## config.mk

```make
export PLATFORM = sky130hd
export DESIGN_NAME = dram_refresh_sched
export DESIGN_NICKNAME = d
export VERILOG_FILES = /design/src/rtl/refsch_pkg.sv /design/src/rtl/refsch_tick.sv /design/src/rtl/refsch_cbr.sv /design/src/rtl/refsch_mode.sv /design/src/rtl/dram_refresh_sched.sv
export SDC_FILE = /design/constraint.sdc
export NUM_CORES = 1
export LEC_CHECK = 0
export BUFFER_PORTS_ARGS = -buffer_cell sky130_fd_sc_hd__buf_2
export CAP_MARGIN = 30
export CELL_PAD_IN_SITES_DETAIL_PLACEMENT = 0
export CELL_PAD_IN_SITES_GLOBAL_PLACEMENT = 1
export CORE_MARGIN = 1
export CORE_UTILIZATION = 44
export CTS_CLUSTER_DIAMETER = 50
export DETAILED_ROUTE_END_ITERATION = 10
export PLACE_DENSITY_LB_ADDON = 0.1
export SLEW_MARGIN = 20
export SYNTH_ARGS = -nofsm -noshare
export SYNTH_HDL_FRONTEND = slang
export SYNTH_SLANG_ARGS = --single-unit
```

## constraint.sdc

```tcl
create_clock -name clk -period 2.3 [get_ports clk]
set_input_delay 0 -clock clk [delete_from_list [all_inputs] [get_ports clk]]
set_output_delay 0 -clock clk [all_outputs]
set_load 0.005 [all_outputs]
```

## src/rtl/refsch_pkg.sv

```systemverilog
package refsch_pkg;

  typedef enum logic [1:0] {
    PH_IDLE = 2'd0,
    PH_PRE  = 2'd1,
    PH_SELF = 2'd2,
    PH_POST = 2'd3
  } phase_e;

  typedef enum logic [2:0] {
    SQ_IDLE = 3'd0,
    SQ_CAS  = 3'd1,
    SQ_RAS  = 3'd2,
    SQ_HOLD = 3'd3,
    SQ_PRE  = 3'd4
  } seq_e;

  // whole cycles not exceeding the time span
  function automatic int cyc_floor(input longint ns, input longint khz);
    return int'((ns * khz) / 64'sd1000000);
  endfunction

  // whole cycles covering at least the time span
  function automatic int cyc_ceil(input longint ns, input longint khz);
    return int'((ns * khz + 64'sd999999) / 64'sd1000000);
  endfunction

  function automatic int imax(input int a, input int b);
    return (a > b) ? a : b;
  endfunction

endpackage

```

## src/rtl/refsch_tick.sv

```systemverilog
module refsch_tick #(
  parameter int REFI_CYC = 1950
) (
  input  logic clk,
  input  logic rst_n,
  input  logic hold,
  output logic tick
);
  localparam int TW = (REFI_CYC > 1) ? $clog2(REFI_CYC) : 1;
  localparam logic [TW-1:0] T_LAST = TW'(REFI_CYC - 1);

  logic [TW-1:0] tcnt_q, tcnt_d;

  assign tick = !hold && (tcnt_q == T_LAST);

  always_comb begin
    tcnt_d = tcnt_q + 1'b1;
    if (hold || tick) tcnt_d = '0;
  end

  always_ff @(posedge clk or negedge rst_n) begin
    if (!rst_n) tcnt_q <= '0;
    else        tcnt_q <= tcnt_d;
  end

  generate
    if (REFI_CYC > 1) begin : g_gap

      tick_gap_chk: assert property (@(posedge clk) disable iff (!rst_n)
        tick |=> !tick);
    end
  endgenerate

endmodule

```

## src/rtl/refsch_cbr.sv

```systemverilog
module refsch_cbr
  import refsch_pkg::*;
#(
  parameter int CSR_CYC    = 2,
  parameter int RAS_CYC    = 7,
  parameter int RP_CYC     = 4,
  parameter int RPS_CYC    = 12,
  parameter int SR_MIN_CYC = 12500,
  parameter int FORBID_CYC = 1250
) (
  input  logic clk,
  input  logic rst_n,
  input  logic start,
  input  logic to_self,
  input  logic sr_req,
  output logic seq_idle,
  output logic ras_n,
  output logic cas_n,
  output logic row_done,
  output logic sr_exit
);
  localparam int CMAX = imax(imax(SR_MIN_CYC, RPS_CYC), imax(RAS_CYC, imax(RP_CYC, CSR_CYC)));
  localparam int CW   = $clog2(CMAX + 1);
  localparam logic [CW-1:0] CSR_LAST = CW'(CSR_CYC - 1);
  localparam logic [CW-1:0] RAS_LAST = CW'(RAS_CYC - 1);
  localparam logic [CW-1:0] RP_LAST  = CW'(RP_CYC - 1);
  localparam logic [CW-1:0] RPS_LAST = CW'(RPS_CYC - 1);
  localparam logic [CW-1:0] SR_LAST  = CW'(SR_MIN_CYC - 1);

  seq_e          seq_q, seq_d;
  logic [CW-1:0] cnt_q, cnt_d;
  logic          self_q, self_d;
  logic          long_q, long_d;
  logic [CW-1:0] pre_last;

  assign seq_idle = (seq_q == SQ_IDLE);
  assign ras_n    = !((seq_q == SQ_RAS) || (seq_q == SQ_HOLD));
  assign cas_n    = !(seq_q inside {SQ_CAS, SQ_RAS, SQ_HOLD});
  assign row_done = (seq_q == SQ_RAS) && (cnt_q == RAS_LAST);
  assign sr_exit  = (seq_q == SQ_HOLD) && (cnt_q >= SR_LAST) && !sr_req;
  assign pre_last = long_q ? RPS_LAST : RP_LAST;

  always_comb begin
    seq_d  = seq_q;
    cnt_d  = cnt_q + 1'b1;
    self_d = self_q;
    long_d = long_q;
    case (seq_q)
      SQ_IDLE: begin
        cnt_d = '0;
        if (start) begin
          seq_d  = SQ_CAS;
          self_d = to_self;
        end
      end
      SQ_CAS: if (cnt_q == CSR_LAST) begin
        seq_d = self_q ? SQ_HOLD : SQ_RAS;
        cnt_d = '0;
      end
      SQ_RAS: if (row_done) begin
        seq_d  = SQ_PRE;
        cnt_d  = '0;
        long_d = 1'b0;
      end
      SQ_HOLD: begin
        if (sr_exit) begin
          seq_d  = SQ_PRE;
          cnt_d  = '0;
          long_d = 1'b1;
        end else if (cnt_q >= SR_LAST) begin
          cnt_d = cnt_q;
        end
      end
      SQ_PRE: if (cnt_q == pre_last) begin
        seq_d = SQ_IDLE;
        cnt_d = '0;
      end
      default: begin
        seq_d = SQ_IDLE;
        cnt_d = '0;
      end
    endcase
  end

  always_ff @(posedge clk or negedge rst_n) begin
    if (!rst_n) begin
      seq_q  <= SQ_IDLE;
      cnt_q  <= '0;
      self_q <= 1'b0;
      long_q <= 1'b0;
    end else begin
      seq_q  <= seq_d;
      cnt_q  <= cnt_d;
      self_q <= self_d;
      long_q <= long_d;
    end
  end

  // pin-timing checker state
  localparam int LW = $clog2(imax(SR_MIN_CYC, RPS_CYC) + 2);
  localparam logic [LW-1:0] FORBID_L = LW'(FORBID_CYC);
  localparam logic [LW-1:0] SRMIN_L  = LW'(SR_MIN_CYC);
  localparam logic [LW-1:0] RPS_L    = LW'(RPS_CYC);

  logic [LW-1:0] lo_len, hi_len;
  logic          long_seen;

  always_ff @(posedge clk or negedge rst_n) begin
    if (!rst_n) begin
      lo_len    <= '0;
      hi_len    <= '0;
      long_seen <= 1'b0;
    end else begin
      if (!ras_n) begin
        lo_len    <= (&lo_len) ? lo_len : lo_len + 1'b1;
        hi_len    <= '0;
        long_seen <= 1'b0;
      end else begin
        lo_len <= '0;
        hi_len <= (&hi_len) ? hi_len : hi_len + 1'b1;
        if (lo_len >= SRMIN_L) long_seen <= 1'b1;
      end
    end
  end


  cas_lead_chk: assert property (@(posedge clk) disable iff (!rst_n)
    $fell(ras_n) |-> $past(!cas_n));


  ras_window_chk: assert property (@(posedge clk) disable iff (!rst_n)
    $rose(ras_n) |-> ((lo_len < FORBID_L) || (lo_len >= SRMIN_L)));


  self_hold_chk: assert property (@(posedge clk) disable iff (!rst_n)
    ($rose(ras_n) && $past(seq_q == SQ_HOLD)) |-> (lo_len >= SRMIN_L));


  long_pre_chk: assert property (@(posedge clk) disable iff (!rst_n)
    ($fell(ras_n) && long_seen) |-> (hi_len >= RPS_L));

endmodule

```

## src/rtl/refsch_mode.sv

```systemverilog
module refsch_mode
  import refsch_pkg::*;
#(
  parameter int ROWS = 4096
) (
  input  logic       clk,
  input  logic       rst_n,
  input  logic       tick,
  input  logic       ref_ack,
  input  logic       sr_req,
  input  logic       guard_full,
  input  logic       seq_idle,
  input  logic       row_done,
  input  logic       sr_exit,
  output logic       ref_req,
  output logic       start,
  output logic       to_self,
  output logic [1:0] phase
);
  localparam int PW = $clog2(ROWS + 1);
  localparam logic [PW-1:0] ROWS_L = PW'(ROWS);
  localparam logic [PW-1:0] ONE_L  = PW'(1);

  phase_e        phase_q, phase_d;
  logic          owe_q, owe_d;
  logic          pend_q, pend_d;
  logic [PW-1:0] pass_q, pass_d;
  logic [PW-1:0] rows_q, rows_d;
  logic [PW-1:0] plen, pass_inc;

  assign plen     = guard_full ? ROWS_L : ONE_L;
  assign pass_inc = pass_q + 1'b1;
  assign ref_req  = seq_idle && (owe_q || pend_q);
  assign start    = ref_req && ref_ack;
  assign to_self  = pend_q;
  assign phase    = phase_q;

  always_comb begin
    owe_d   = tick || (owe_q && !start);
    phase_d = phase_q;
    pend_d  = pend_q;
    pass_d  = pass_q;
    rows_d  = rows_q;
    if (sr_exit) rows_d = '0;
    else if (row_done && (rows_q != ROWS_L)) rows_d = rows_q + 1'b1;
    case (phase_q)
      PH_IDLE: if (sr_req && (rows_q == ROWS_L)) begin
        phase_d = PH_PRE;
        pass_d  = '0;
      end
      PH_PRE: begin
        if (row_done) begin
          pass_d = pass_inc;
          if (pass_inc == plen) pend_d = 1'b1;
        end
        if (start && pend_q) begin
          phase_d = PH_SELF;
          pend_d  = 1'b0;
        end
      end
      PH_SELF: if (sr_exit) begin
        phase_d = PH_POST;
        pass_d  = '0;
      end
      PH_POST: if (row_done) begin
        pass_d = pass_inc;
        if (pass_inc == plen) phase_d = PH_IDLE;
      end
      default: phase_d = PH_IDLE;
    endcase
  end

  always_ff @(posedge clk or negedge rst_n) begin
    if (!rst_n) begin
      phase_q <= PH_IDLE;
      owe_q   <= 1'b0;
      pend_q  <= 1'b0;
      pass_q  <= '0;
      rows_q  <= ROWS_L;
    end else begin
      phase_q <= phase_d;
      owe_q   <= owe_d;
      pend_q  <= pend_d;
      pass_q  <= pass_d;
      rows_q  <= rows_d;
    end
  end


  req_hold_chk: assert property (@(posedge clk) disable iff (!rst_n)
    (ref_req && !ref_ack) |=> ref_req);


  self_leave_chk: assert property (@(posedge clk) disable iff (!rst_n)
    (phase_q == PH_SELF) |=> ((phase_q == PH_SELF) || (phase_q == PH_POST)));


  exit_post_chk: assert property (@(posedge clk) disable iff (!rst_n)
    sr_exit |=> (phase_q == PH_POST));

endmodule

```

## src/rtl/dram_refresh_sched.sv

```systemverilog
module dram_refresh_sched
  import refsch_pkg::*;
#(
  parameter int CLK_KHZ   = 125000,
  parameter int REFI_NS   = 15600,
  parameter int ROWS      = 4096,
  parameter int SR_MIN_NS = 100000,
  parameter int FORBID_NS = 10000,
  parameter int CSR_NS    = 10,
  parameter int RAS_NS    = 50,
  parameter int RP_NS     = 30,
  parameter int RPS_NS    = 90
) (
  input  logic       clk,
  input  logic       rst_n,
  input  logic       ref_ack,
  input  logic       sr_req,
  input  logic       guard_full,
  output logic       ref_req,
  output logic       ref_busy,
  output logic       ras_n,
  output logic       cas_lo_n,
  output logic       cas_hi_n,
  output logic [1:0] phase
);
  localparam int REFI_CYC   = cyc_floor(REFI_NS, CLK_KHZ);
  localparam int SR_MIN_CYC = cyc_ceil(SR_MIN_NS, CLK_KHZ);
  localparam int FORBID_CYC = cyc_ceil(FORBID_NS, CLK_KHZ);
  localparam int CSR_CYC    = cyc_ceil(CSR_NS, CLK_KHZ);
  localparam int RAS_CYC    = cyc_ceil(RAS_NS, CLK_KHZ);
  localparam int RP_CYC     = cyc_ceil(RP_NS, CLK_KHZ);
  localparam int RPS_CYC    = cyc_ceil(RPS_NS, CLK_KHZ);

  logic tick, seq_idle, row_done, sr_exit, start, to_self, cas_n;

  refsch_tick #(.REFI_CYC(REFI_CYC)) u_tick (
    .clk   (clk),
    .rst_n (rst_n),
    .hold  (phase == PH_SELF),
    .tick  (tick)
  );

  refsch_mode #(.ROWS(ROWS)) u_mode (
    .clk        (clk),
    .rst_n      (rst_n),
    .tick       (tick),
    .ref_ack    (ref_ack),
    .sr_req     (sr_req),
    .guard_full (guard_full),
    .seq_idle   (seq_idle),
    .row_done   (row_done),
    .sr_exit    (sr_exit),
    .ref_req    (ref_req),
    .start      (start),
    .to_self    (to_self),
    .phase      (phase)
  );

  refsch_cbr #(
    .CSR_CYC    (CSR_CYC),
    .RAS_CYC    (RAS_CYC),
    .RP_CYC     (RP_CYC),
    .RPS_CYC    (RPS_CYC),
    .SR_MIN_CYC (SR_MIN_CYC),
    .FORBID_CYC (FORBID_CYC)
  ) u_cbr (
    .clk      (clk),
    .rst_n    (rst_n),
    .start    (start),
    .to_self  (to_self),
    .sr_req   (sr_req),
    .seq_idle (seq_idle),
    .ras_n    (ras_n),
    .cas_n    (cas_n),
    .row_done (row_done),
    .sr_exit  (sr_exit)
  );

  assign ref_busy = !seq_idle;
  assign cas_lo_n = cas_n;
  assign cas_hi_n = cas_n;

endmodule

```

==> metrics.md, run 1 <==
| Metric | Value |
|---|---|
| Status | `complete, no violations` |
| Relative slew slack | `a little under half` |
| CTS tree | `yes` |
| CTS Buf Count | `9` |
| Core area | `approximately 0.0079 mm^2` |
| Die W | `roughly 93 um` |
| # fillers | `719` |
| CP Launch Type | `flop` |
| Top cell type's share of synthesized area | `between 40% and 50%` |
| Worst-Margin Slew | `0.793 ns` |
| # port buffers | `11` |
| Tot GR Track Use | `between 20% and 30%` |
| Cells after Synth | `around 400` |
| Via density | `about 5.5` |
| CP required | `2.54 ns` |
| FF-to-FF path depth | `5` |
| Vias | `3082` |
| CP max stage delay | `approximately 0.54 ns` |
| Post-layout minimum cycle time | `around 2.2 ns` |
| DP HPWL | `between 5000 and 6000 um` |
| CTS root buf | `clkbuf_8` |
| Pwr Density | `around 620 mW/mm^2` |
| Worst r2r dst | `u_mode.pass_q[5]$_DFFE_PN0P_` |
| Area leader, netlist | `dfrtp_1` |
| Power, Total | `2.73 mW` |
| Chip Height | `between 90 and 100 um` |
| FF+latch count, synth | `60` |
| Crit. End Element | `flop` |
| CTS sink count | `60` |
| Fin Clk Skew | `around 0.013 ns` |
| Area of the multi-input gates | `approximately 0.0021 mm^2` |
| Pre-antenna DRT Iters | `4` |
| R2R setup slack | `0.07 ns` |
| CP Max Fanout | `5` |
| Buf+Inv Stages, Crit Path | `0` |
| N_diodes | `0` |
| Fmax | `between 400 and 500 MHz` |
| CP Launch Point | `u_mode.rows_q[12]$_DFFE_PN1P_` |
| Leakage | `a little under 2 nW` |
| Die area | `about 0.0087 mm^2` |
| Register area | `~0.0015 mm^2` |
| Final period util | `a little over nine tenths` |
| Row cnt | `32` |
| Global route total overflow | `0` |
| Layout cells sized above 1 | `about a fifth` |
| Mapped Area | `0.00365 mm^2` |
| Fin nets | `468` |
| Critical R2R Launch | `u_mode.rows_q[12]$_DFFE_PN1P_` |
| Final setup margin | `~0.073 ns` |
| Crit path kind | `reg2reg` |
| Antenna violation net count after detailed routing | `0` |
| Post-DP Area | `a little over 0.004 mm^2` |
| # setup viols final | `0` |
| Fin. max-slew vios | `0` |
| Worst-skew pair later-pin latency | `between 0.3 and 0.4 ns` |
| Worst Path Arrival | `2.47 ns` |
| Seq/Total Area, Yosys | `between 40% and 50%` |
| Worst-path clk slew | `approximately 0.08 ns` |
| Yosys Warn Count | `0` |
| Initial core utilization | `between 40% and 50%` |
| Prevailing post-synth register cell | `dfrtp_1` |
| Largest net degree at the start of global routing | `roughly 60` |
| Worst Hold Class | `in2reg` |
| CTS H-tree lvls | `3` |
| DP Worst Slack | `-0.0984 ns` |
| DP Cell Count | `approximately 540` |
| Final instance area | `about 0.0044 mm^2` |
| Levels on crit path | `5` |
| Synth Net Count | `about 420` |
| Area growth, synth to finish | `20.1%` |
| Worst Setup EP | `u_mode.pass_q[5]$_DFFE_PN0P_` |
| Final WL | `8270 um` |
| Initial antenna violation count | `0` |
| DRC | `0` |
| EDFF count, synth | `0` |
| I/O Pins | `12` |
| Max-Cap Viols | `0` |
| Final Hold Violating Endpoints | `0` |
| Critical-path cell list | `or4b_4 > o41ai_4 > a21oi_2 > or2_1 > o41ai_1` |
| Drt initial violations | `roughly 80` |
| Post-synthesis async set-or-reset flop share | `100%` |
| Crit-path slowest cell | `dfstp_2` |
| Main area contributors after synthesis | `dfrtp_1 40%, nor2_1 5.5%, xor2_1 4.6%` |
| Finished Core Util | `between 50 and 60%` |
| Clock buffer depth | `2` |
| Avg Cell Area, Syn | `between 8 and 9 um^2` |
| Worst vdd ir | `between 300 and 400 uV` |
| Routability cong. | `0.814` |
| DR WL/cell | `between 10 and 15 um` |
| Final non-filler cell total | `between 500 and 600` |
| Global-route wire length before repair | `~14000 um` |
| Cell variety after synth | `63` |
| Vias in the first global route | `between 2000 and 3000` |
| Crit path max-delay family | `simple AND/OR/NAND/NOR gates` |
[final cells by class]
| type | count | share of cell area (%) |
|---|---|---|
| clock buffer | 12 | 3.08 |
| clock inverter | 4 | 1.68 |
| inverter | 17 | 1.46 |
| multi-input combinational | 310 | 47.7 |
| sequential | 60 | 34.3 |
| tap | 102 | 2.91 |
| timing repair buffer | 53 | 8.85 |
[worst min-delay path by stage]
stage / slack (ns) / end / from / depth (start not counted)
final: 0.21 / u_cbr.cnt_q[13]$_DFFE_PN0P_ / sr_req / 4
after global routing: 0.23 / u_cbr.cnt_q[0]$_DFFE_PN0P_ / sr_req / 4
after CTS: 0.18 / u_cbr.cnt_q[13]$_DFFE_PN0P_ / sr_req / 4
after detailed placement: 0.22 / u_mode.rows_q[9]$_DFFE_PN0P_ / rst_n / 2
after global placement: 0.22 / u_mode.rows_q[9]$_DFFE_PN0P_ / rst_n / 2
after floorplan: -0.30 / u_cbr.cnt_q[0]$_DFFE_PN0P_ / rst_n / 0
[sequential cells by signal (all words and copies together) (netlist names)]
signal,flops
u_mode.rows_q,13
u_cbr.cnt_q,14
u_mode.pass_q,13
u_cbr.seq_q,3
u_tick.tcnt_q,11
u_mode.to_self,1
u_mode.owe_q,1
u_cbr.self_q,1
u_mode.phase,2
u_cbr.long_q,1
[cells in the mapped netlist (7+ instances only)]
library cell and n:
nand2b_1 7, inv_1 17, nand3_1 25, o21ai_0 21, nand4_1 14, a21oi_1 9, ha_1 12, nor2_1 53
dfrtp_1 59, xnor2_1 15, clkbuf_1 11, xor2_1 19, and3_1 8, nor3_1 15, nand2_1 22
[placed cells by master (no fill, tap or decap), types with 3 or more instances in the layout]
cell type | Yosys | final
nand3_1 | 25 | 25
inv_1 | 17 | 17
buf_4 | 1 | 39
buf_2 | 6 | 11
clkbuf_1 | 11 | 3
nor2b_1 | 5 | 5
a21o_1 | 3 | 3
xnor2_1 | 15 | 15
or2_2 | 3 | 3
and4b_1 | 3 | 3
dfrtp_1 | 59 | 58
nand2_1 | 22 | 22
a31oi_1 | 5 | 5
and3_1 | 8 | 8
nor2_1 | 53 | 53
and4_1 | 5 | 5
a21oi_1 | 9 | 9
nor4_1 | 5 | 4
o21ai_0 | 21 | 21
nand4_1 | 14 | 14
clkbuf_8 | 0 | 9
xor2_1 | 19 | 19
o21ai_1 | 5 | 5
ha_1 | 12 | 11
nor3_1 | 15 | 15
and2_1 | 5 | 5
nand2b_1 | 7 | 6
o31ai_1 | 6 | 6
[per-stage QoR]
step / TNS [ns] / hold slack [ns]
final: 0 / 0.208
after detailed placement: -0.239 / 0.219
after global routing: -0.00380 / 0.235
after global placement: 0 / 0.221
after floorplan: 0 / -0.296
after CTS: 0 / 0.185
[what timing repair did]
item,4_1_cts,5_1_grt
endpoints found under the setup margin,5,16
pin swaps,0,7
hold buffers,2,0
gates resized for setup,4,14
endpoints found under the hold margin,62,0
setup buffers,0,1
[worst register-to-register path, cell delays in order, from the launching register on]
cell,delay [ns]
dfstp_2,0.54
or4b_4,0.48
o41ai_4,0.35
a21oi_2,0.09
or2_1,0.34
o41ai_1,0.33
[per-layer routing]
metal / track usage, % / vias up / share of wire (%)
met1: 27.8 / 1487 / 48
met4: 8.08 / 0 / 1.3
li1: - / 1542 / -
met5: 0 / - / 0
met2: 33.7 / 44 / 48
met3: 3.98 / 9 / 2.8
[cell families (layout without fill, tap and decap cells)]
group	count (synthesis)	in the layout	synth area share (%)
AOI/OAI and AO/OA	73	73	13.5
buffers and inverters	36	86	4.05
xor gates and xnor gates	34	34	8.16
muxes	3	3	0.857
DFF	60	60	41.2
and+or+nand+nor	188	188	28.2
adders and majority gates	12	12	4.12
[report_power, final]
part           internal (mW)  switching, mW  total [mW]
clock network          0.612          0.420        1.03
logic                  0.271          0.305       0.576
registers               1.09         0.0305        1.12
No activity file was read; power rests on OpenSTA's default activity.
==> inputs of run 2 (changes only) <==
--- a/config.mk
+++ b/config.mk
@@ -14,6 +14,7 @@
 export CTS_CLUSTER_DIAMETER = 50
 export DETAILED_ROUTE_END_ITERATION = 10
 export PLACE_DENSITY_LB_ADDON = 0.1
+export REMOVE_ABC_BUFFERS = 1
 export SLEW_MARGIN = 20
 export SYNTH_ARGS = -nofsm -noshare
 export SYNTH_HDL_FRONTEND = slang
==> metrics.md, run 2 (synthesis results as in run 1) <==
| Metric | Value |
|---|---|
| CTS Buf Count | `9 (unchanged)` |
| Initial antenna violation count | `0 (unchanged)` |
| CP Max Fanout | `5 (unchanged)` |
| Met2 WL | `4210 um (was 3960 um)` |
| Sw Pwr | `0.753 mW (was 0.755 mW)` |
| Fin Hold WS | `0.215 ns (was 0.208 ns)` |
| DRC | `0 (unchanged)` |
| Clock power frac | `40.1% (was 37.8%)` |
| Max FFs per register | `14 (unchanged)` |
| Die area | `0.00866 mm^2 (unchanged)` |
| Max-Cap Viols | `0 (unchanged)` |
| Final setup margin | `0.0805 ns (was 0.0731 ns)` |
| Sequential share of power | `40.1% (was 41.1%)` |
| Routability cong. | `0.843 (was 0.814)` |
| Commonest non-fill, non-tap cell in the layout | `dfrtp_1 (unchanged)` |
| # fillers | `729 (was 719)` |
| Final Hold Violating Endpoints | `0 (unchanged)` |
| Tot GR Track Use | `21.3% (was 20.9%)` |
| Fin Clk Skew | `0.00748 ns (was 0.0131 ns)` |
| Worst vdd ir | `497 uV (was 370 uV)` |
| Pint | `2.05 mW (was 1.97 mW)` |
| Gate power share | `19.8% (was 21.1%)` |
| Global-route wire length before repair | `14400 um (was 14200 um)` |
| Finished Core Util | `56.2% (was 55.6%)` |
| Initial core utilization | `46.3% (unchanged)` |
| Global route total overflow | `0 (unchanged)` |
| CP required | `2.51 ns (was 2.54 ns)` |
| CTS H-tree lvls | `3 (unchanged)` |
| Worst Path Arrival | `2.43 ns (was 2.47 ns)` |
| DP HPWL | `6040 um (was 5770 um)` |
| Crit. End Element | `flop (unchanged)` |
| Via density | `5.49 (was 5.52)` |
| Status | `complete, no violations (unchanged)` |
| N_diodes | `0 (unchanged)` |
| Worst-path clk slew | `0.07 ns (was 0.08 ns)` |
| Worst Hold Class | `in2reg (unchanged)` |
| Vias in the first global route | `3047 (was 2988)` |
| Leakage | `1.98 nW (was 1.95 nW)` |
| DP Cell Count | `543 (was 539)` |
| Sum Neg Setup Slack | `0 ns (unchanged)` |
| CP Launch Type | `flop (unchanged)` |
| Most flops, register | `u_cbr.cnt_q (unchanged)` |
| Critical-path cell list | `ha_1 > or4b_2 > a221oi_2 > a21o_1 > o2111a_2 > a21oi_1 > nand4b_1 (was or4b_4 > o41ai_4 > a21oi_2 > or2_1 > o41ai_1)` |
| Pre-antenna DRT Iters | `4 (unchanged)` |
| Met3 wire length | `210 um (was 231 um)` |
| Commonest non-fill, non-tap cells in the layout | `58 x dfrtp_1, 53 x nor2_1, 45 x buf_4, 25 x nand3_1, 22 x nand2_1 (was 58 x dfrtp_1, 53 x nor2_1, 39 x buf_4, 25 x nand3_1, 22 x nand2_1)` |
| Pwr Density | `632 mW/mm^2 (was 623 mW/mm^2)` |
| CTS root buf | `clkbuf_8 (unchanged)` |
| Chip Height | `93.1 um (unchanged)` |
| I/O Pins | `12 (unchanged)` |
| Unrepaired setup endpoints after global routing | `yes` |
| Final non-filler cell total | `564 (was 558)` |
| DR WL/cell | `14.8 um (about the same)` |
| CTS sink count | `60 (unchanged)` |
| Core area | `0.00789 mm^2 (unchanged)` |
| CTS tree | `yes (unchanged)` |
| Largest net degree at the start of global routing | `35 (was 61)` |
| DP Worst Slack | `-0.123 ns (was -0.0984 ns)` |
| Vias | `3097 (was 3082)` |
| # port buffers | `11 (unchanged)` |
| Fin nets | `474 (was 468)` |
| Met1 WL | `3810 um (was 3970 um)` |
| Final WL | `8330 um (was 8270 um)` |
| Final period util | `96.5% (was 96.8%)` |
| Clock buffer depth | `2 (unchanged)` |
| Biggest regs | `u_cbr.cnt_q: 14 flops, u_mode.pass_q: 13 flops, u_mode.rows_q: 13 flops (unchanged)` |
| CP max stage delay | `0.62 ns (was 0.54 ns)` |
| Relative slew slack | `56.3% (was 47.1%)` |
| Fmax | `451 MHz (was 449 MHz)` |
| Post-layout minimum cycle time | `2.22 ns (was 2.23 ns)` |
| Crit path kind | `reg2reg (unchanged)` |
| Crit-path slowest cell | `or4b_2 (was dfstp_2)` |
| Area growth, synth to finish | `21.5% (was 20.1%)` |
| Sw frac | `26.9% (was 27.7%)` |
| Row cnt | `32 (unchanged)` |
| # setup viols final | `0 (unchanged)` |
| Worst-skew pair later-pin latency | `0.34 ns (was 0.35 ns)` |
| Antenna violation net count after detailed routing | `0 (unchanged)` |
| Drt initial violations | `89 (was 82)` |
| Worst-Margin Slew | `0.656 ns (was 0.793 ns)` |
| Die W | `93.1 um (unchanged)` |
| Top sig layer | `met4 (unchanged)` |
| Layout cells sized above 1 | `20.8% (was 20.0%)` |
| Fin. max-slew vios | `0 (unchanged)` |
| Crit path max-delay family | `simple AND/OR/NAND/NOR gates (unchanged)` |
| Buf+Inv Stages, Crit Path | `0 (unchanged)` |
-- run 2: per-layer routing --
layer  vias to the layer above  global-route usage (%)
met2                        35                    37.2
met4                         0                    6.28
met1                      1499                    26.5
met3                         9                    4.23
met5                         -                       0
li1                       1554                       -
-- run 2: timing repair --
item,4_1_cts,5_1_grt
hold buffers,2,0
endpoints found under the hold margin,28,0
buffers inserted,1,2
endpoints found under the setup margin,8,14
pin swaps,1,6
gates cloned,0,0
gates resized for setup,4,9
-- run 2: worst paths after layout --
kind	from	to	slack [ns]	cells past startpoint
min in group asynchronous	rst_n	u_mode.rows_q[11]$_DFFE_PN0P_	0.23	2
setup / recovery	u_mode.pass_q[0]$_DFFE_PN0P_	u_mode.phase[1]$_DFFE_PN0P_	0.08	7
hold reg to reg	u_cbr.self_q$_DFFE_PN0P_	u_cbr.self_q$_DFFE_PN0P_	0.49	2
max in group asynchronous	rst_n	u_tick.tcnt_q[0]$_DFF_PN0_	1.46	3
hold / removal	sr_req	u_cbr.cnt_q[0]$_DFFE_PN0P_	0.21	4
setup reg to reg	u_mode.pass_q[0]$_DFFE_PN0P_	u_mode.phase[1]$_DFFE_PN0P_	0.08	7
-- run 2: cell type report --
type                            instances  area [um^2]  area share (%)
Clock buffer                           13          169            3.81
Timing Repair Buffer                   59          433            9.77
Inverter                               17         63.8            1.44
Tap cell                              102          128            2.88
Clock inverter                          3         67.6            1.52
Multi-Input combinational cell        310         2070            46.6
Sequential cell                        60         1500            33.9
-- run 2: worst register-to-register path, stage by stage, from the launching register on --
cell      delay [ns]
dfrtp_1         0.38
ha_1            0.23
or4b_2          0.62
a221oi_2        0.23
a21o_1          0.13
o2111a_2        0.27
a21oi_1         0.08
nand4b_1        0.17
-- run 2: power by group through the flow --
| stage | Sequential, mW | Clock [mW] | Combinational, mW |
|---|---|---|---|
| floorplan | 1.16 | 0 | 0.253 |
| global placement | 1.14 | 0 | 0.547 |
| detailed placement | 1.14 | 0 | 0.546 |
| CTS | 1.12 | 1.16 | 0.552 |
| global route | 1.13 | 1.20 | 0.629 |
| finish | 1.12 | 1.12 | 0.555 |
-- run 2: through the flow --
step           instance area [um^2]  power, mW
6_report                       4430       2.80
5_1_grt                        4430       2.96
4_1_cts                        4360       2.83
3_5_place_dp                   4080       1.69
3_3_place_gp                   4080       1.69
2_1_floorplan                  3560       1.41
